**src/rtl/fd_pkg.sv**
```systemverilog
package fd_pkg;

    parameter int ADDR_W     = 32;
    parameter int NIB_W      = 4;
    parameter int BYTE_W     = 8;
    parameter int WORD_BYTES = 4;
    localparam int WORD_W    = WORD_BYTES * BYTE_W;
    localparam int WIN_BYTES = WORD_BYTES + 2;
    localparam int WIN_W     = WIN_BYTES * BYTE_W;
    localparam int LEN_W     = $clog2(WIN_BYTES + 1);

    typedef enum logic [NIB_W-1:0] {
        OP_NOP   = 4'h0,
        OP_HALT  = 4'h1,
        OP_RRMOV = 4'h2,
        OP_IRMOV = 4'h3,
        OP_RMMOV = 4'h4,
        OP_MRMOV = 4'h5,
        OP_ALU   = 4'h6,
        OP_JUMP  = 4'h7,
        OP_CALL  = 4'h8,
        OP_RET   = 4'h9,
        OP_PUSH  = 4'hA,
        OP_POP   = 4'hB
    } op_e;

    typedef struct packed {
        logic [NIB_W-1:0]  icode;
        logic [NIB_W-1:0]  ifun;
        logic [NIB_W-1:0]  ra;
        logic [NIB_W-1:0]  rb;
        logic [WORD_W-1:0] valc;
        logic [ADDR_W-1:0] valp;
        logic              need_regids;
        logic              need_valc;
        logic              instr_valid;
    } dec_t;

    typedef struct packed {
        logic vld;
        dec_t dec;
    } stage_t;

endpackage

```
**src/rtl/fd_class.sv**
```systemverilog
module fd_class
    import fd_pkg::*;
(
    input  logic [NIB_W-1:0] opcode,
    output logic             has_regs,
    output logic             has_word,
    output logic             known,
    output logic [LEN_W-1:0] len_bytes
);

    always_comb begin
        has_regs = 1'b0;
        has_word = 1'b0;
        known    = 1'b1;
        unique case (op_e'(opcode))
            OP_NOP, OP_HALT, OP_RET: begin
            end
            OP_RRMOV, OP_ALU, OP_PUSH, OP_POP: begin
                has_regs = 1'b1;
            end
            OP_IRMOV, OP_RMMOV, OP_MRMOV: begin
                has_regs = 1'b1;
                has_word = 1'b1;
            end
            OP_JUMP, OP_CALL: begin
                has_word = 1'b1;
            end
            default: begin
                known = 1'b0;
            end
        endcase
    end

    // one opcode byte, plus a register byte, plus a constant word
    always_comb begin
        len_bytes = LEN_W'(1);
        if (has_regs) len_bytes = len_bytes + LEN_W'(1);
        if (has_word) len_bytes = len_bytes + LEN_W'(WORD_BYTES);
    end

endmodule

```
**src/rtl/fd_extract.sv**
```systemverilog
module fd_extract
    import fd_pkg::*;
(
    input  logic [WIN_W-BYTE_W-1:0] tail,
    input  logic                    has_regs,
    input  logic                    has_word,
    output logic [NIB_W-1:0]        ra,
    output logic [NIB_W-1:0]        rb,
    output logic [WORD_W-1:0]       valc
);

    logic [WORD_W-1:0] word_near;
    logic [WORD_W-1:0] word_far;

    // tail byte 0 is window byte 1
    for (genvar k = 0; k < WORD_BYTES; k++) begin : g_byte
        assign word_near[k*BYTE_W +: BYTE_W] = tail[k*BYTE_W +: BYTE_W];
        assign word_far[k*BYTE_W +: BYTE_W]  = tail[(k+1)*BYTE_W +: BYTE_W];
    end

    always_comb begin
        ra   = '0;
        rb   = '0;
        valc = '0;
        if (has_regs) begin
            ra = tail[BYTE_W-1 -: NIB_W];
            rb = tail[NIB_W-1:0];
        end
        if (has_word) begin
            valc = has_regs ? word_far : word_near;
        end
    end

endmodule

```
**src/rtl/fd_decode.sv**
```systemverilog
module fd_decode
    import fd_pkg::*;
(
    input  logic              clk,
    input  logic              rst_n,
    input  logic              in_valid,
    input  logic [ADDR_W-1:0] pc,
    input  logic [WIN_W-1:0]  window,
    output logic              out_valid,
    output logic [NIB_W-1:0]  icode,
    output logic [NIB_W-1:0]  ifun,
    output logic [NIB_W-1:0]  ra,
    output logic [NIB_W-1:0]  rb,
    output logic [WORD_W-1:0] valc,
    output logic [ADDR_W-1:0] valp,
    output logic              need_regids,
    output logic              need_valc,
    output logic              instr_valid
);

    logic [NIB_W-1:0]  op_nib;
    logic [NIB_W-1:0]  fn_nib;
    logic              has_regs;
    logic              has_word;
    logic              known;
    logic [LEN_W-1:0]  len_bytes;
    logic [NIB_W-1:0]  ra_w;
    logic [NIB_W-1:0]  rb_w;
    logic [WORD_W-1:0] valc_w;

    stage_t st_d;
    stage_t st_q;

    assign op_nib = window[BYTE_W-1 -: NIB_W];
    assign fn_nib = window[NIB_W-1:0];

    fd_class u_class (
        .opcode    (op_nib),
        .has_regs  (has_regs),
        .has_word  (has_word),
        .known     (known),
        .len_bytes (len_bytes)
    );

    fd_extract u_extract (
        .tail     (window[WIN_W-1:BYTE_W]),
        .has_regs (has_regs),
        .has_word (has_word),
        .ra       (ra_w),
        .rb       (rb_w),
        .valc     (valc_w)
    );

    always_comb begin
        st_d     = st_q;
        st_d.vld = in_valid;
        if (in_valid) begin
            st_d.dec.icode       = op_nib;
            st_d.dec.ifun        = fn_nib;
            st_d.dec.ra          = ra_w;
            st_d.dec.rb          = rb_w;
            st_d.dec.valc        = valc_w;
            st_d.dec.valp        = pc + ADDR_W'(len_bytes);
            st_d.dec.need_regids = has_regs;
            st_d.dec.need_valc   = has_word;
            st_d.dec.instr_valid = known;
        end
    end

    always_ff @(posedge clk) begin
        if (!rst_n) st_q <= '0;
        else        st_q <= st_d;
    end

    assign out_valid   = st_q.vld;
    assign icode       = st_q.dec.icode;
    assign ifun        = st_q.dec.ifun;
    assign ra          = st_q.dec.ra;
    assign rb          = st_q.dec.rb;
    assign valc        = st_q.dec.valc;
    assign valp        = st_q.dec.valp;
    assign need_regids = st_q.dec.need_regids;
    assign need_valc   = st_q.dec.need_valc;
    assign instr_valid = st_q.dec.instr_valid;


    legal_len_chk: assert property (@(posedge clk) disable iff (!rst_n)
        out_valid |-> ((valp - $past(pc)) inside {32'd1, 32'd2, 32'd5, 32'd6}));


    absent_regs_zero_chk: assert property (@(posedge clk) disable iff (!rst_n)
        (out_valid && !need_regids) |-> (ra == '0 && rb == '0));


    absent_word_zero_chk: assert property (@(posedge clk) disable iff (!rst_n)
        (out_valid && !need_valc) |-> (valc == '0));


    bad_op_chk: assert property (@(posedge clk) disable iff (!rst_n)
        (out_valid && !instr_valid) |->
            (!need_regids && !need_valc && valp == $past(pc) + 32'd1));


    hold_chk: assert property (@(posedge clk) disable iff (!rst_n)
        (!$past(in_valid) && $past(rst_n)) |-> ($stable(valp) && $stable(icode) && !out_valid));


    opcode_chk: assert property (@(posedge clk) disable iff (!rst_n)
        out_valid |-> (icode == $past(window[7:4]) && ifun == $past(window[3:0])));

endmodule

```
**config.mk**
```make
export PLATFORM = sky130hd
export DESIGN_NAME = fd_decode
export DESIGN_NICKNAME = d
export VERILOG_FILES = /design/src/rtl/fd_pkg.sv /design/src/rtl/fd_class.sv /design/src/rtl/fd_extract.sv /design/src/rtl/fd_decode.sv
export SDC_FILE = /design/constraint.sdc
export NUM_CORES = 1
export LEC_CHECK = 0
export BUFFER_PORTS_ARGS = -buffer_cell sky130_fd_sc_hd__buf_4
export CAP_MARGIN = 15
export CORE_MARGIN = 3
export CORE_UTILIZATION = 30
export DETAILED_ROUTE_END_ITERATION = 10
export MAX_ROUTING_LAYER = met4
export PLACE_DENSITY = 0.49
export SYNTH_ARGS = -nofsm -noshare
export SYNTH_HDL_FRONTEND = slang
export SYNTH_SLANG_ARGS = --single-unit
```
**constraint.sdc**
```tcl
create_clock -name clk -period 6.8 [get_ports clk]
set_clock_uncertainty 0.2 [all_clocks]
set_input_delay 0.34 -clock clk [delete_from_list [all_inputs] [get_ports clk]]
set_output_delay 0.34 -clock clk [all_outputs]
set_load 0.02 [all_outputs]
```
==> flow_summary.json, run 1 <==
{
  "dieWidth_um": 132,
  "syn-num-nets": 668,
  "synthToLayoutAreaGrowth_pct": 33.3,
  "synthCells": 583,
  "finish.net_count": 791,
  "fin_cells": 922,
  "max_slew_margin_pct": 27.2,
  "drive_gt1_share_pct": 29.0,
  "cts_tree": "built",
  "path_max_fanout": 38,
  "detail_route.wl_per_cell_um": 18.3,
  "globalRouteMet1Util_pct": 26.7,
  "switching_share_pct": 30.3,
  "grt_util_met2_pct": 28.0,
  "utilization_pct": 41.3,
  "grt-ovfl-total": 0,
  "cp_data_arrival_time_ps": 2980,
  "drc_errors": 0,
  "crit_required_ps": 6880,
  "clock_latency_ps": 340,
  "post-cts-setup-buffers": 0,
  "synthFlopType": "dfxtp_1",
  "p_sw_mw": 0.407,
  "start_util_pct": 31.0,
  "yosys-top-cells-area": "dfxtp_1 35%, o31ai_1 5.7%, o211ai_1 5.1%",
  "netlist.area_leader.share_pct": 35.4,
  "cts_hold_buf": 0,
  "pwr-share-comb_pct": 22.1,
  "drt-pass1-iter-count": 4,
  "power_density_mw_per_mm2": 212,
  "hpwl_um": 11800,
  "setup_tns_ps": 0,
  "slew_viol_final": 0,
  "die-area_sq_mm": 0.0174,
  "syn-cell-area_sq_mm": 0.00475,
  "pwr-share-seq_pct": 40.0,
  "period_needed_ps": 2900,
  "ys_types": 57,
  "cts_buffers": 9,
  "synth_common_cells": "84 x dfxtp_1, 46 x a21oi_1, 45 x clkbuf_1",
  "rows": 45,
  "wirelength_um": 16900,
  "antenna_found_initial": 0,
  "globalRouteTotalUtil_pct": 19.6,
  "die_h_um": 132,
  "total_leakage_power_nw": 2.56,
  "worstMarginPinSlew_ps": 1090,
  "drtIter0Drc": 345,
  "synth.most_common_cell": "dfxtp_1",
  "p_int_mw": 0.937,
  "use_met3_pct": 4.73,
  "drv_cap": 0,
  "reg2reg_depth": 3,
  "postRouteAntennaNets": 0,
  "cts_resized": 0,
  "gp_congestion": 0.881,
  "status": "completed",
  "clock.fmax_mhz": 345,
  "synth_seq_cells": 84,
  "insertedDiodeCount": 0,
  "hold_viol": 0,
  "core_sq_mm": 0.0153,
  "cts_root_buf": "clkbuf_16",
  "rsz0062_at_grt": "no",
  "ys.warnings.count": 0,
  "clk_pin_slew_ps": 60,
  "stdcell_area_sq_mm": 0.00633,
  "num_vias": 4959,
  "synth_edf_count": 0,
  "syn_area_per_cell_sq_um": 8.14,
  "holdPathStages": 3,
  "worst_hold_path_type": "input port to flop",
  "end_kind": "flop",
  "cp-start-kind": "input port",
  "grt_pass1_vias": 4849,
  "setup_viol": 0,
  "top_usage_layer": "met2",
  "grt_pass1_wl_um": 27000,
  "clock_path_buffers": 2,
  "power_frac_clock_pct": 37.9,
  "placed_cell_area_sq_mm": 0.00602,
  "clkSinkCount": 84,
  "io_pins": 167,
  "synth-async-reset-ratio_pct": 0,
  "grt_max_degree": 71,
  "synth.largest_area_cell": "dfxtp_1",
  "path_class": "input port to flop",
  "dp_cells": 905,
  "fin_crit_sh_pct": 42.6,
  "io_buffers": 166,
  "seq_area_frac_synth_pct": 35.4,
  "htree_levels": 3,
  "ir_worst_vdd_uv": 123,
  "via_per_inst": 5.38
}
[layer usage]
layer | vias up | share of wire (%)
met5 | - | 0
met4 | 0 | 3.1
met3 | 30 | 5.2
met2 | 145 | 43
met1 | 2333 | 49
li1 | 2451 | -
[critical path, cell delays in order]
cell and delay (ps):
buf_4 150, and3_1 180, buf_4 250, nor3_2 580, xnor2_1 190, ha_1 190
a21oi_1 100, o41a_2 260, or4_1 550, a31oi_1 160
[layout by cell type, fill, tap and decap left out, drive strengths merged, types with 4 or more instances in the layout]
| cell type | netlist | layout |
|---|---|---|
| and4 | 5 | 5 |
| o311a | 8 | 8 |
| or4 | 5 | 5 |
| a21oi | 47 | 47 |
| o31ai | 36 | 36 |
| nor4 | 19 | 19 |
| dfxtp | 84 | 84 |
| a31oi | 10 | 10 |
| nand3 | 18 | 18 |
| nand4 | 10 | 10 |
| a311oi | 5 | 5 |
| nor2 | 18 | 18 |
| or3 | 9 | 9 |
| o211ai | 32 | 32 |
| and2 | 5 | 5 |
| mux2i | 11 | 11 |
| nand2 | 33 | 33 |
| inv | 18 | 18 |
| o21ai | 33 | 33 |
| o21a | 32 | 32 |
| nor2b | 32 | 32 |
| nor3 | 15 | 15 |
| clkbuf | 46 | 11 |
| and3 | 4 | 4 |
| buf | 13 | 171 |
| a211oi | 5 | 5 |
[layout make-up]
| cell class | count | area (sq um) |
|---|---|---|
| Tap cell | 211 | 264 |
| Fill cell | 1619 | 8990 |
| Multi-Input combinational cell | 421 | 2720 |
| Inverter | 18 | 67.6 |
| Clock buffer | 10 | 239 |
| Clock inverter | 6 | 63.8 |
| Sequential cell | 84 | 1680 |
| Timing Repair Buffer | 172 | 1290 |
[path summary, 6_finish.rpt]
path,from,end,slack [ps]
max,window[6],valp[10],3900
max reg2reg,valp[29],valp[29],5610
min reg2reg,rb[1],rb[1],270
min,window[0],ifun[0],30
[stage by stage]
| step | hold WS [ps] | power (mW) | setup WS [ps] |
|---|---|---|---|
| 3_5_place_dp | 264 | 0.847 | 3560 |
| 3_3_place_gp | 257 | 0.844 | 3650 |
| 4_1_cts | 15.9 | 1.37 | 3930 |
| 5_1_grt | 22.2 | 1.41 | 3680 |
| 2_1_floorplan | 287 | 0.715 | 4040 |
| 6_report | 32.0 | 1.34 | 3900 |
[flip-flops by register name, indices dropped and copies added (netlist names)]
signal       count
icode            4
ifun             4
instr_valid      1
need_regids      1
need_valc        1
out_valid        1
ra               4
rb               4
valc            32
valp            32
[power groups by stage]
| stage | combinational (mW) | sequential (mW) | clock, mW |
|---|---|---|---|
| after floorplan | 0.136 | 0.580 | 0 |
| after global placement | 0.295 | 0.549 | 0 |
| after detailed placement | 0.298 | 0.549 | 0 |
| after CTS | 0.299 | 0.538 | 0.528 |
| after global routing | 0.324 | 0.541 | 0.548 |
| final | 0.297 | 0.538 | 0.509 |
[logic make-up (layout without fill, tap and decap cells)]
group | Yosys count | count (layout) | synth area share, %
flip-flops | 84 | 84 | 35.4
AO/OA/AOI/OAI | 223 | 223 | 32.4
adder cells (fa/ha/maj) | 2 | 2 | 0.527
multiplexers | 11 | 11 | 2.32
AND/OR/NAND/NOR | 182 | 182 | 21.5
XOR/XNOR | 3 | 3 | 0.554
buffers and inverters | 78 | 206 | 7.27
Note: power is estimated with default switching activity, not from simulation.
==> run 2, diff against run 1 <==
==> constraint.sdc (replaced) <==
create_clock -name clk -period 3 [get_ports clk]
set_clock_uncertainty 0.2 [all_clocks]
set_input_delay 0.15 -clock clk [delete_from_list [all_inputs] [get_ports clk]]
set_output_delay 0.15 -clock clk [all_outputs]
set_load 0.02 [all_outputs]
==> flow_summary.json, run 2 (synthesis results as in run 1) <==
{
  "status": "completed",
  "path_max_fanout": 20,
  "crit_required_ps": 3070,
  "drc_errors": 0,
  "worstMarginPinSlew_ps": 1120,
  "start_util_pct": 31.0,
  "drv_cap": 0,
  "dieWidth_um": 132,
  "grt-ovfl-total": 0,
  "worst_slack_ps": 141,
  "cts_hold_buf": 34,
  "total_leakage_power_nw": 2.76,
  "clk_pin_slew_ps": 60,
  "post-cts-setup-buffers": 0,
  "synthToLayoutAreaGrowth_pct": 42.4,
  "clock.fmax_mhz": 350,
  "layout_commonest_cell": "buf_4",
  "period_needed_ps": 2860,
  "drive_gt1_share_pct": 28.4,
  "postRouteAntennaNets": 0,
  "cts_buffers": 9,
  "cts_tree": "built",
  "path_class": "input port to flop",
  "ir_worst_vdd_uv": 266,
  "utilization_pct": 44.1,
  "grt_pass1_wl_um": 27800,
  "cp_data_arrival_time_ps": 2930,
  "p_total_mw": 3.18,
  "fin_crit_sh_pct": 95.3,
  "wirelength_um": 17400,
  "io_pins": 167,
  "setup_tns_ps": 0,
  "io_buffers": 166,
  "max_slew_margin_pct": 25.3,
  "worst_hold_path_type": "input port to flop",
  "grt_pass1_vias": 5105,
  "via_per_inst": 5.40,
  "setup_viol": 0,
  "die-area_sq_mm": 0.0174,
  "rows": 45,
  "slew_viol_final": 0,
  "detail_route.wl_per_cell_um": 18.0,
  "fillers": 1552,
  "cts_resized": 0,
  "drtIter0Drc": 313,
  "drt-pass1-iter-count": 4,
  "finish.net_count": 834,
  "layout_common_cells": "181 x buf_4, 84 x dfxtp_1, 46 x a21oi_1, 36 x o31ai_1, 34 x dlygate4sd3_1",
  "cts_root_buf": "clkbuf_16",
  "grt_max_degree": 53,
  "insertedDiodeCount": 0,
  "place_ws_ps": 355,
  "end_kind": "flop",
  "cp-start-kind": "input port",
  "die_h_um": 132,
  "core_sq_mm": 0.0153,
  "num_vias": 5208,
  "clock_path_buffers": 2,
  "power_density_mw_per_mm2": 471,
  "hold_viol": 0,
  "clkSinkCount": 84,
  "rsz0062_at_grt": "no",
  "htree_levels": 3,
  "antenna_found_initial": 0,
  "clock_latency_ps": 340,
  "gp_congestion": 0.922,
  "hpwl_um": 12200,
  "globalRouteTotalUtil_pct": 20.2
}
## run 2: cell types whose count changed in the layout (fill, tap and decap cells not counted)
cell / delta
clkbuf_2: -1
dlygate4sd3_1: +34
clkinvlp_4: -1
bufinv_16: +1
clkinv_4: -1
clkinv_2: -1
clkbuf_8: +1
buf_4: +10
## run 2: per-stage QoR
| stage | hold WS, ps | cells | instance area, sq um |
|---|---|---|---|
| finish | 13.1 | 964 | 6760 |
| global route | 17.9 | 964 | 6760 |
| CTS | 0.634 | 964 | 6760 |
| detailed placement | 193 | 915 | 6090 |
| global placement | 186 | 915 | 6090 |
| floorplan | 97.3 | 583 | 4750 |
## run 2: metal layers
layer | routed length, um | up-vias | GRT usage (%) | part of all wire, %
met5 | 0 | - | - | 0
met4 | 325 | 0 | 6.53 | 1.9
met3 | 834 | 24 | 3.74 | 4.8
met2 | 7920 | 158 | 30.3 | 46
met1 | 8280 | 2494 | 27.5 | 48
li1 | - | 2532 | - | -
## run 2: area by class of cell
type                            count  area, sq um  share of cell area (%)
Multi-Input combinational cell    421         2720                    40.3
Timing Repair Buffer              215         1700                    25.1
Sequential cell                    84         1680                    24.9
Tap cell                          211          264                    3.91
Clock buffer                       11          253                    3.74
Clock inverter                      4         72.6                    1.07
Inverter                           18         67.6                   0.999
## run 2: path summary, 6_finish.rpt
| path | startpoint | slack (ps) | endpoint | depth (start not counted) |
|---|---|---|---|---|
| max reg2reg | valp[29] | 1810 | valp[29] | 3 |
| min reg2reg | rb[3] | 270 | rb[3] | 2 |
| min | window[45] | 10 | valc[29] | 4 |
| max | window[5] | 140 | valp[10] | 9 |
## run 2: report_power, final
part,switching (mW),total (mW),internal (mW)
combinational,0.408,0.723,0.315
sequential,0.0370,1.22,1.18
clock,0.472,1.24,0.769
total,0.917,3.18,2.27
## run 2: critical path, cell delays in order
cell and delay, ps:
dlygate4sd3_1 530, buf_4 150, mux2i_1 250, a21oi_1 110, ha_1 370, nand2_1 110, o41a_2 550, or4_1 550
a31oi_1 160
